--- src/rtl/ccd_seq_pkg.sv ---
package ccd_seq_pkg;

  typedef enum logic [2:0] {
    ST_IDLE,
    ST_INTEGRATE,
    ST_LAT_INJECT,
    ST_LAT_COLLECT,
    ST_READOUT,
    ST_HOLD
  } seqState_t;

  // Sub-phase inside one longitudinal step
  typedef enum logic [1:0] {
    SP_L1,
    SP_GAP1,
    SP_L2,
    SP_GAP2
  } stepPhase_t;

  // Control-to-datapath strobes
  typedef struct packed {
    logic loadInt;    // load integration length, latch gap setting
    logic loadLat;    // load lateral sub-sequence length
    logic loadPhase;  // load phase-high length
    logic loadDead;   // load gap length
    logic decCnt;     // count down
    logic clrIdx;     // clear stage index
    logic incIdx;     // advance stage index
  } seqStrobe_t;

endpackage

--- src/rtl/ccd_seq_dp.sv ---
module ccd_seq_dp
  import ccd_seq_pkg::*;
#(
  parameter int NUM_STAGES = 150,
  parameter int INT_W      = 16,
  parameter int DEAD_W     = 4,
  parameter int LAT_CYC    = 4,
  parameter int PHASE_CYC  = 2
) (
  input  logic                          clk,
  input  logic                          rstN,
  input  seqStrobe_t                    strobe,
  input  logic [INT_W-1:0]              intLength,
  input  logic [DEAD_W-1:0]             deadTime,
  output logic                          cntZero,
  output logic                          lastStep,
  output logic [$clog2(NUM_STAGES)-1:0] stepIdx
);

  localparam int IDX_W = $clog2(NUM_STAGES);
  localparam int CNT_W = (INT_W > DEAD_W) ? INT_W : DEAD_W;

  logic [CNT_W-1:0]  cnt;
  logic [DEAD_W-1:0] deadQ;

  always_ff @(posedge clk) begin
    if (!rstN) begin
      cnt   <= '0;
      deadQ <= DEAD_W'(1);
    end else begin
      if (strobe.loadInt) begin
        cnt   <= (intLength == '0) ? '0 : (CNT_W'(intLength) - CNT_W'(1));
        deadQ <= (deadTime == '0) ? DEAD_W'(1) : deadTime;
      end else if (strobe.loadLat) begin
        cnt <= CNT_W'(LAT_CYC - 1);
      end else if (strobe.loadPhase) begin
        cnt <= CNT_W'(PHASE_CYC - 1);
      end else if (strobe.loadDead) begin
        cnt <= CNT_W'(deadQ) - CNT_W'(1);
      end else if (strobe.decCnt) begin
        cnt <= cnt - CNT_W'(1);
      end
    end
  end

  always_ff @(posedge clk) begin
    if (!rstN) begin
      stepIdx <= '0;
    end else if (strobe.clrIdx) begin
      stepIdx <= '0;
    end else if (strobe.incIdx) begin
      stepIdx <= stepIdx + IDX_W'(1);
    end
  end

  assign cntZero  = (cnt == '0);
  assign lastStep = (stepIdx == IDX_W'(NUM_STAGES - 1));

endmodule

--- src/rtl/ccd_seq_ctrl.sv ---
module ccd_seq_ctrl
  import ccd_seq_pkg::*;
(
  input  logic       clk,
  input  logic       rstN,
  input  logic       startPulse,
  input  logic       readEn,
  input  logic       cntZero,
  input  logic       lastStep,
  output seqStrobe_t strobe,
  output logic       phiL1,
  output logic       phiL2,
  output logic       phiLat,
  output logic       phiPre,
  output logic       pixValid,
  output logic       busy,
  output logic       startRejected
);

  seqState_t  state, stateNxt;
  stepPhase_t phase, phaseNxt;

  always_comb begin
    stateNxt = state;
    phaseNxt = phase;
    strobe   = '0;
    unique case (state)
      ST_IDLE: begin
        if (startPulse) begin
          strobe.loadInt = 1'b1;
          stateNxt       = ST_INTEGRATE;
        end
      end
      ST_INTEGRATE: begin
        if (cntZero) begin
          strobe.loadLat = 1'b1;
          stateNxt       = ST_LAT_INJECT;
        end else begin
          strobe.decCnt = 1'b1;
        end
      end
      ST_LAT_INJECT: begin
        if (cntZero) begin
          strobe.loadLat = 1'b1;
          stateNxt       = ST_LAT_COLLECT;
        end else begin
          strobe.decCnt = 1'b1;
        end
      end
      ST_LAT_COLLECT: begin
        if (cntZero) begin
          strobe.clrIdx = 1'b1;
          if (readEn) begin
            strobe.loadPhase = 1'b1;
            phaseNxt         = SP_L1;
            stateNxt         = ST_READOUT;
          end else begin
            stateNxt = ST_HOLD;
          end
        end else begin
          strobe.decCnt = 1'b1;
        end
      end
      ST_READOUT: begin
        if (!cntZero) begin
          strobe.decCnt = 1'b1;
        end else begin
          unique case (phase)
            SP_L1: begin
              strobe.loadDead = 1'b1;
              phaseNxt        = SP_GAP1;
            end
            SP_GAP1: begin
              strobe.loadPhase = 1'b1;
              phaseNxt         = SP_L2;
            end
            SP_L2: begin
              strobe.loadDead = 1'b1;
              phaseNxt        = SP_GAP2;
            end
            SP_GAP2: begin
              strobe.incIdx = 1'b1;
              if (lastStep) begin
                stateNxt = ST_IDLE;
              end else if (readEn) begin
                strobe.loadPhase = 1'b1;
                phaseNxt         = SP_L1;
              end else begin
                stateNxt = ST_HOLD;
              end
            end
            default: phaseNxt = SP_L1;
          endcase
        end
      end
      ST_HOLD: begin
        if (readEn) begin
          strobe.loadPhase = 1'b1;
          phaseNxt         = SP_L1;
          stateNxt         = ST_READOUT;
        end
      end
      default: stateNxt = ST_IDLE;
    endcase
  end

  always_ff @(posedge clk) begin
    if (!rstN) begin
      state         <= ST_IDLE;
      phase         <= SP_L1;
      startRejected <= 1'b0;
    end else begin
      state         <= stateNxt;
      phase         <= phaseNxt;
      startRejected <= startPulse && (state != ST_IDLE);
    end
  end

  logic inReadout;
  assign inReadout = (state == ST_READOUT);

  assign phiLat   = (state == ST_LAT_INJECT) || (state == ST_LAT_COLLECT);
  assign phiL1    = (state == ST_LAT_COLLECT) || (inReadout && phase == SP_L1);
  assign phiL2    = inReadout && (phase == SP_L2);
  assign phiPre   = inReadout && (phase == SP_L1);
  assign pixValid = inReadout && (phase == SP_GAP2) && cntZero;
  assign busy     = (state != ST_IDLE);

endmodule

--- src/rtl/ccd_line_seq.sv ---
module ccd_line_seq
  import ccd_seq_pkg::*;
#(
  parameter int NUM_STAGES = 150,
  parameter int INT_W      = 16,
  parameter int DEAD_W     = 4,
  parameter int LAT_CYC    = 4,
  parameter int PHASE_CYC  = 2
) (
  input  logic                          clk,
  input  logic                          rstN,
  input  logic                          startPulse,
  input  logic [INT_W-1:0]              intLength,
  input  logic [DEAD_W-1:0]             deadTime,
  input  logic                          readEn,
  output logic                          phiL1,
  output logic                          phiL2,
  output logic                          phiLat,
  output logic                          phiPre,
  output logic                          pixValid,
  output logic [$clog2(NUM_STAGES)-1:0] pixIndex,
  output logic                          busy,
  output logic                          startRejected
);

  seqStrobe_t strobe;
  logic       cntZero;
  logic       lastStep;

  ccd_seq_ctrl u_ctrl (
    .clk          (clk),
    .rstN         (rstN),
    .startPulse   (startPulse),
    .readEn       (readEn),
    .cntZero      (cntZero),
    .lastStep     (lastStep),
    .strobe       (strobe),
    .phiL1        (phiL1),
    .phiL2        (phiL2),
    .phiLat       (phiLat),
    .phiPre       (phiPre),
    .pixValid     (pixValid),
    .busy         (busy),
    .startRejected(startRejected)
  );

  ccd_seq_dp #(
    .NUM_STAGES(NUM_STAGES),
    .INT_W     (INT_W),
    .DEAD_W    (DEAD_W),
    .LAT_CYC   (LAT_CYC),
    .PHASE_CYC (PHASE_CYC)
  ) u_dp (
    .clk      (clk),
    .rstN     (rstN),
    .strobe   (strobe),
    .intLength(intLength),
    .deadTime (deadTime),
    .cntZero  (cntZero),
    .lastStep (lastStep),
    .stepIdx  (pixIndex)
  );

endmodule

--- config.mk ---
export PLATFORM = sky130hd
export DESIGN_NAME = ccd_line_seq
export DESIGN_NICKNAME = d
export VERILOG_FILES = /design/src/rtl/ccd_seq_pkg.sv /design/src/rtl/ccd_seq_dp.sv /design/src/rtl/ccd_seq_ctrl.sv /design/src/rtl/ccd_line_seq.sv
export SDC_FILE = /design/constraint.sdc
export NUM_CORES = 1
export LEC_CHECK = 0
export ABC_AREA = 1
export BUFFER_PORTS_ARGS = -buffer_cell sky130_fd_sc_hd__buf_2
export CAP_MARGIN = 20
export CORE_MARGIN = 8
export CORE_UTILIZATION = 60
export CTS_BUF_LIST = sky130_fd_sc_hd__clkbuf_8
export CTS_CLUSTER_SIZE = 28
export DETAILED_ROUTE_END_ITERATION = 10
export PLACE_DENSITY_LB_ADDON = 0.05
export SYNTH_ARGS = -nofsm -noshare
export SYNTH_HDL_FRONTEND = slang
export SYNTH_HIERARCHICAL = 1
export SYNTH_SLANG_ARGS = --single-unit
--- constraint.sdc ---
create_clock -name clk -period 4.2 [get_ports clk]
set_input_delay 0.84 -clock clk [delete_from_list [all_inputs] [get_ports clk]]
set_output_delay 0.84 -clock clk [all_outputs]
set_load 0.03 [all_outputs]
==> run metrics <==
run status completed; Synth top cells by count 110 x sky130_fd_sc_hd__nand2_1, 70 x sky130_fd_sc_hd__nor2_1, 62 x sky130_fd_sc_hd__inv_1; via count of the first global-routing pass 2,787; via count 3,085; transition time of the tightest slew-check pin 0.8499 ns; average cell area after synthesis 5.968 um^2; Diodes inserted 0; count of TritonRoute iterations in the first routing pass 5; initial cell density of the core 61.11%; Die Footprint 0.007168 mm^2; Port Buf Inserts 38; clock-pin slew on the worst setup and hold paths 0.07 ns; main area contributors after synthesis sky130_fd_sc_hd__dfxtp_1 24%, sky130_fd_sc_hd__nand2_1 15%, sky130_fd_sc_hd__nor2_1 9.3%; buffers inserted during post-CTS setup optimization 0; post-DR wirelength/cell between 10 and 15 um; part of the Yosys area used for sequential elements ~24%; Critical Path Sink Type flop; final count of pins violating max slew 0; register bit count reported by yosys 34; number of nets in the layout 542; Detailed Place HPWL 5.439 mm; count of maximum capacitance violations 0; proportion of layout cells with a drive suffix above 1 17.74%; count of fill cells added during filler insertion between 400 and 500; Final ANT Viol Nets 0; initial antenna violation count 0; die span in y between 80 and 90 um; wire length of the first global-routing pass 12.00 mm; setup repair after global routing missed its margin false; top-area cell type share of the netlist area around a quarter; Detailed Route WL 6.994 mm; Synthesis Warnings 6; final period demand of the worst path roughly 3.3 ns; Setup crit start kind flop; Setup Crit Path Kind flop to flop; Leak Pwr 1.574 nW; final hold slack 0.4893 ns; CTS tree built; busiest layer in global routing met2; count of final hold-check violations 0; non-filler instance count after layout between 500 and 600; area growth from synthesis to layout 12.25%; worst-case clock buffer depth 2; met3 track demand over resource under 10%; CTS Root Cell sky130_fd_sc_hd__clkbuf_8; # clock sinks 34; vias per cell between 5 and 6; class of the most critical hold timing path flop to flop; maximum fanout encountered on the critical timing path 15; number of CTS-inserted buffers 5; Critical Path RT roughly 4.4 ns; final-layout setup total negative slack 0 ns; number of cells upsized or downsized after cts 0; Post-route DRC 0; asr flop ratio synth 0%; H-tree depth 2; most common cell in the netlist sky130_fd_sc_hd__nand2_1; gate count of the mapped netlist 474; row cnt 25; number of setup violations in the final report 0; Core ar. ~0.0046 mm^2; DRC violation total after the first TritonRoute iteration 288; total power density per cell area 606.6 mW/mm^2; netlist area before placement 0.002829 mm^2; Arrival @ worst endpoint around 3.5 ns; share of the clock period used by the worst path 78.90%; weighted congestion at the end of routability-driven global placement about 0.94; met2 demand-to-capacity share in global routing 33.86%; largest net degree at the start of global routing 24; maximum clock skew at final layout 0.01311 ns; Main synth FF type sky130_fd_sc_hd__dfxtp_1; GR Overflow Total 0; placed cell count between 500 and 600; I/O pins 39; biggest area consumer among synthesized cells sky130_fd_sc_hd__dfxtp_1; Max-Slew Margin vs Limit 42.90%; insertion delay to the later sink of the worst-skew pair 0.29 ns; met1 demand-to-capacity share in global routing 25.03%; Post-synth EDFFs 0; fmax 301.8 MHz; Overall Global Routing Usage 19.99%; synthesized net count 504; Hold Buf Count CTS 0; number of unique standard cell types used by synthesis 35; width of the chip between 80 and 90 um; largest vdd supply drop between 200 and 300 uV
-- sequential cells by signal, indices dropped and copies added (netlist names) --
register,flops
u_ctrl/phase,2
u_ctrl/startRejected,1
u_ctrl/state,3
u_dp/cnt,16
u_dp/deadQ,4
u_dp/stepIdx,8
-- stage by stage --
step,area [um^2],setup slack [ns],power (W),utilization [%]
2_1_floorplan,2829,1.443,0.001343,-
3_3_place_gp,3038,1.183,0.001521,65.62
3_5_place_dp,3038,1.019,0.001541,65.62
4_1_cts,3176,0.9610,0.001917,68.59
5_1_grt,3176,0.5901,0.002090,68.59
6_report,3176,0.8862,0.001926,68.59
-- cells in the final DEF, fill, tap and decap left out, types with 3 or more instances in the layout --
cell / count
sky130_fd_sc_hd__nand4_1: 7
sky130_fd_sc_hd__clkbuf_8: 5
sky130_fd_sc_hd__nand2_1: 110
sky130_fd_sc_hd__ha_1: 6
sky130_fd_sc_hd__o211ai_1: 3
sky130_fd_sc_hd__nor3_1: 12
sky130_fd_sc_hd__nor2_1: 70
sky130_fd_sc_hd__nand2_2: 10
sky130_fd_sc_hd__buf_2: 38
sky130_fd_sc_hd__xor2_1: 5
sky130_fd_sc_hd__inv_2: 8
sky130_fd_sc_hd__o21ai_0: 25
sky130_fd_sc_hd__dfxtp_1: 34
sky130_fd_sc_hd__nand3_1: 49
sky130_fd_sc_hd__a31oi_1: 4
sky130_fd_sc_hd__nor2_2: 6
sky130_fd_sc_hd__inv_1: 62
sky130_fd_sc_hd__nor2_4: 8
sky130_fd_sc_hd__a21oi_1: 27
sky130_fd_sc_hd__nand3_2: 7
-- layer usage --
layer | part of all wire (%) | vias up | wire length (um)
li1 | - | 1595 | -
met4 | 1.1 | 0 | 78
met1 | 46 | 1356 | 3187
met3 | 7.1 | 12 | 495
met2 | 46 | 122 | 3233
met5 | 0 | - | 0
-- where the power goes --
part | total [W] | switching (W) | internal (W)
clock network | 0.000367 | 0.000129 | 0.000238
logic | 0.00107 | 0.000722 | 0.000344
registers | 0.000493 | 0.0000790 | 0.000414
total | 0.00193 | 0.000930 | 0.000996
-- final timing paths --
check / slack (ns) / from / end / cells past startpoint
setup / recovery: 0.89 / u_dp/cnt[0] / u_dp/cnt[7] / 15
hold / removal: 0.49 / u_dp/stepIdx[7] / u_dp/stepIdx[7] / 2
setup reg to reg: 0.89 / u_dp/cnt[0] / u_dp/cnt[7] / 15
hold reg to reg: 0.49 / u_dp/stepIdx[7] / u_dp/stepIdx[7] / 2
-- kinds of logic after synthesis --
logic type / Yosys count / share of synthesized area, %
fa+ha+maj: 6 / 2.654
buf+inv: 78 / 11.15
flops: 34 / 24.06
compound gates: 64 / 12.38
xor+xnor: 7 / 2.167
simple gates: 285 / 47.59
-- worst max-delay path: stages (launching register included) --
cell and delay [ns]:
sky130_fd_sc_hd__dfxtp_1 0.33, sky130_fd_sc_hd__inv_1 0.08, sky130_fd_sc_hd__ha_1 0.20, sky130_fd_sc_hd__nand3_1 0.11, sky130_fd_sc_hd__nor2_1 0.14, sky130_fd_sc_hd__nand2_1 0.09, sky130_fd_sc_hd__nor3_1 0.28, sky130_fd_sc_hd__inv_1 0.21
sky130_fd_sc_hd__nor3_1 0.73, sky130_fd_sc_hd__inv_2 0.32, sky130_fd_sc_hd__a31oi_1 0.26, sky130_fd_sc_hd__nor2_2 0.15, sky130_fd_sc_hd__nand2_1 0.11, sky130_fd_sc_hd__nand3_1 0.07, sky130_fd_sc_hd__nand2_1 0.08, sky130_fd_sc_hd__inv_1 0.03
-- cell type report --
| cell class | count | area [um^2] | area share, % |
|---|---|---|---|
| clock buffers | 5 | 68.82 | 2.167 |
| repair buffers | 38 | 190.2 | 5.989 |
| flip-flops and latches | 34 | 680.7 | 21.43 |
| multi-input cells | 362 | 1833 | 57.72 |
| clock inverters | 3 | 68.82 | 2.167 |
| well taps | 54 | 67.56 | 2.128 |
| inverters | 71 | 266.5 | 8.392 |
(Power assumes the default switching activity.)
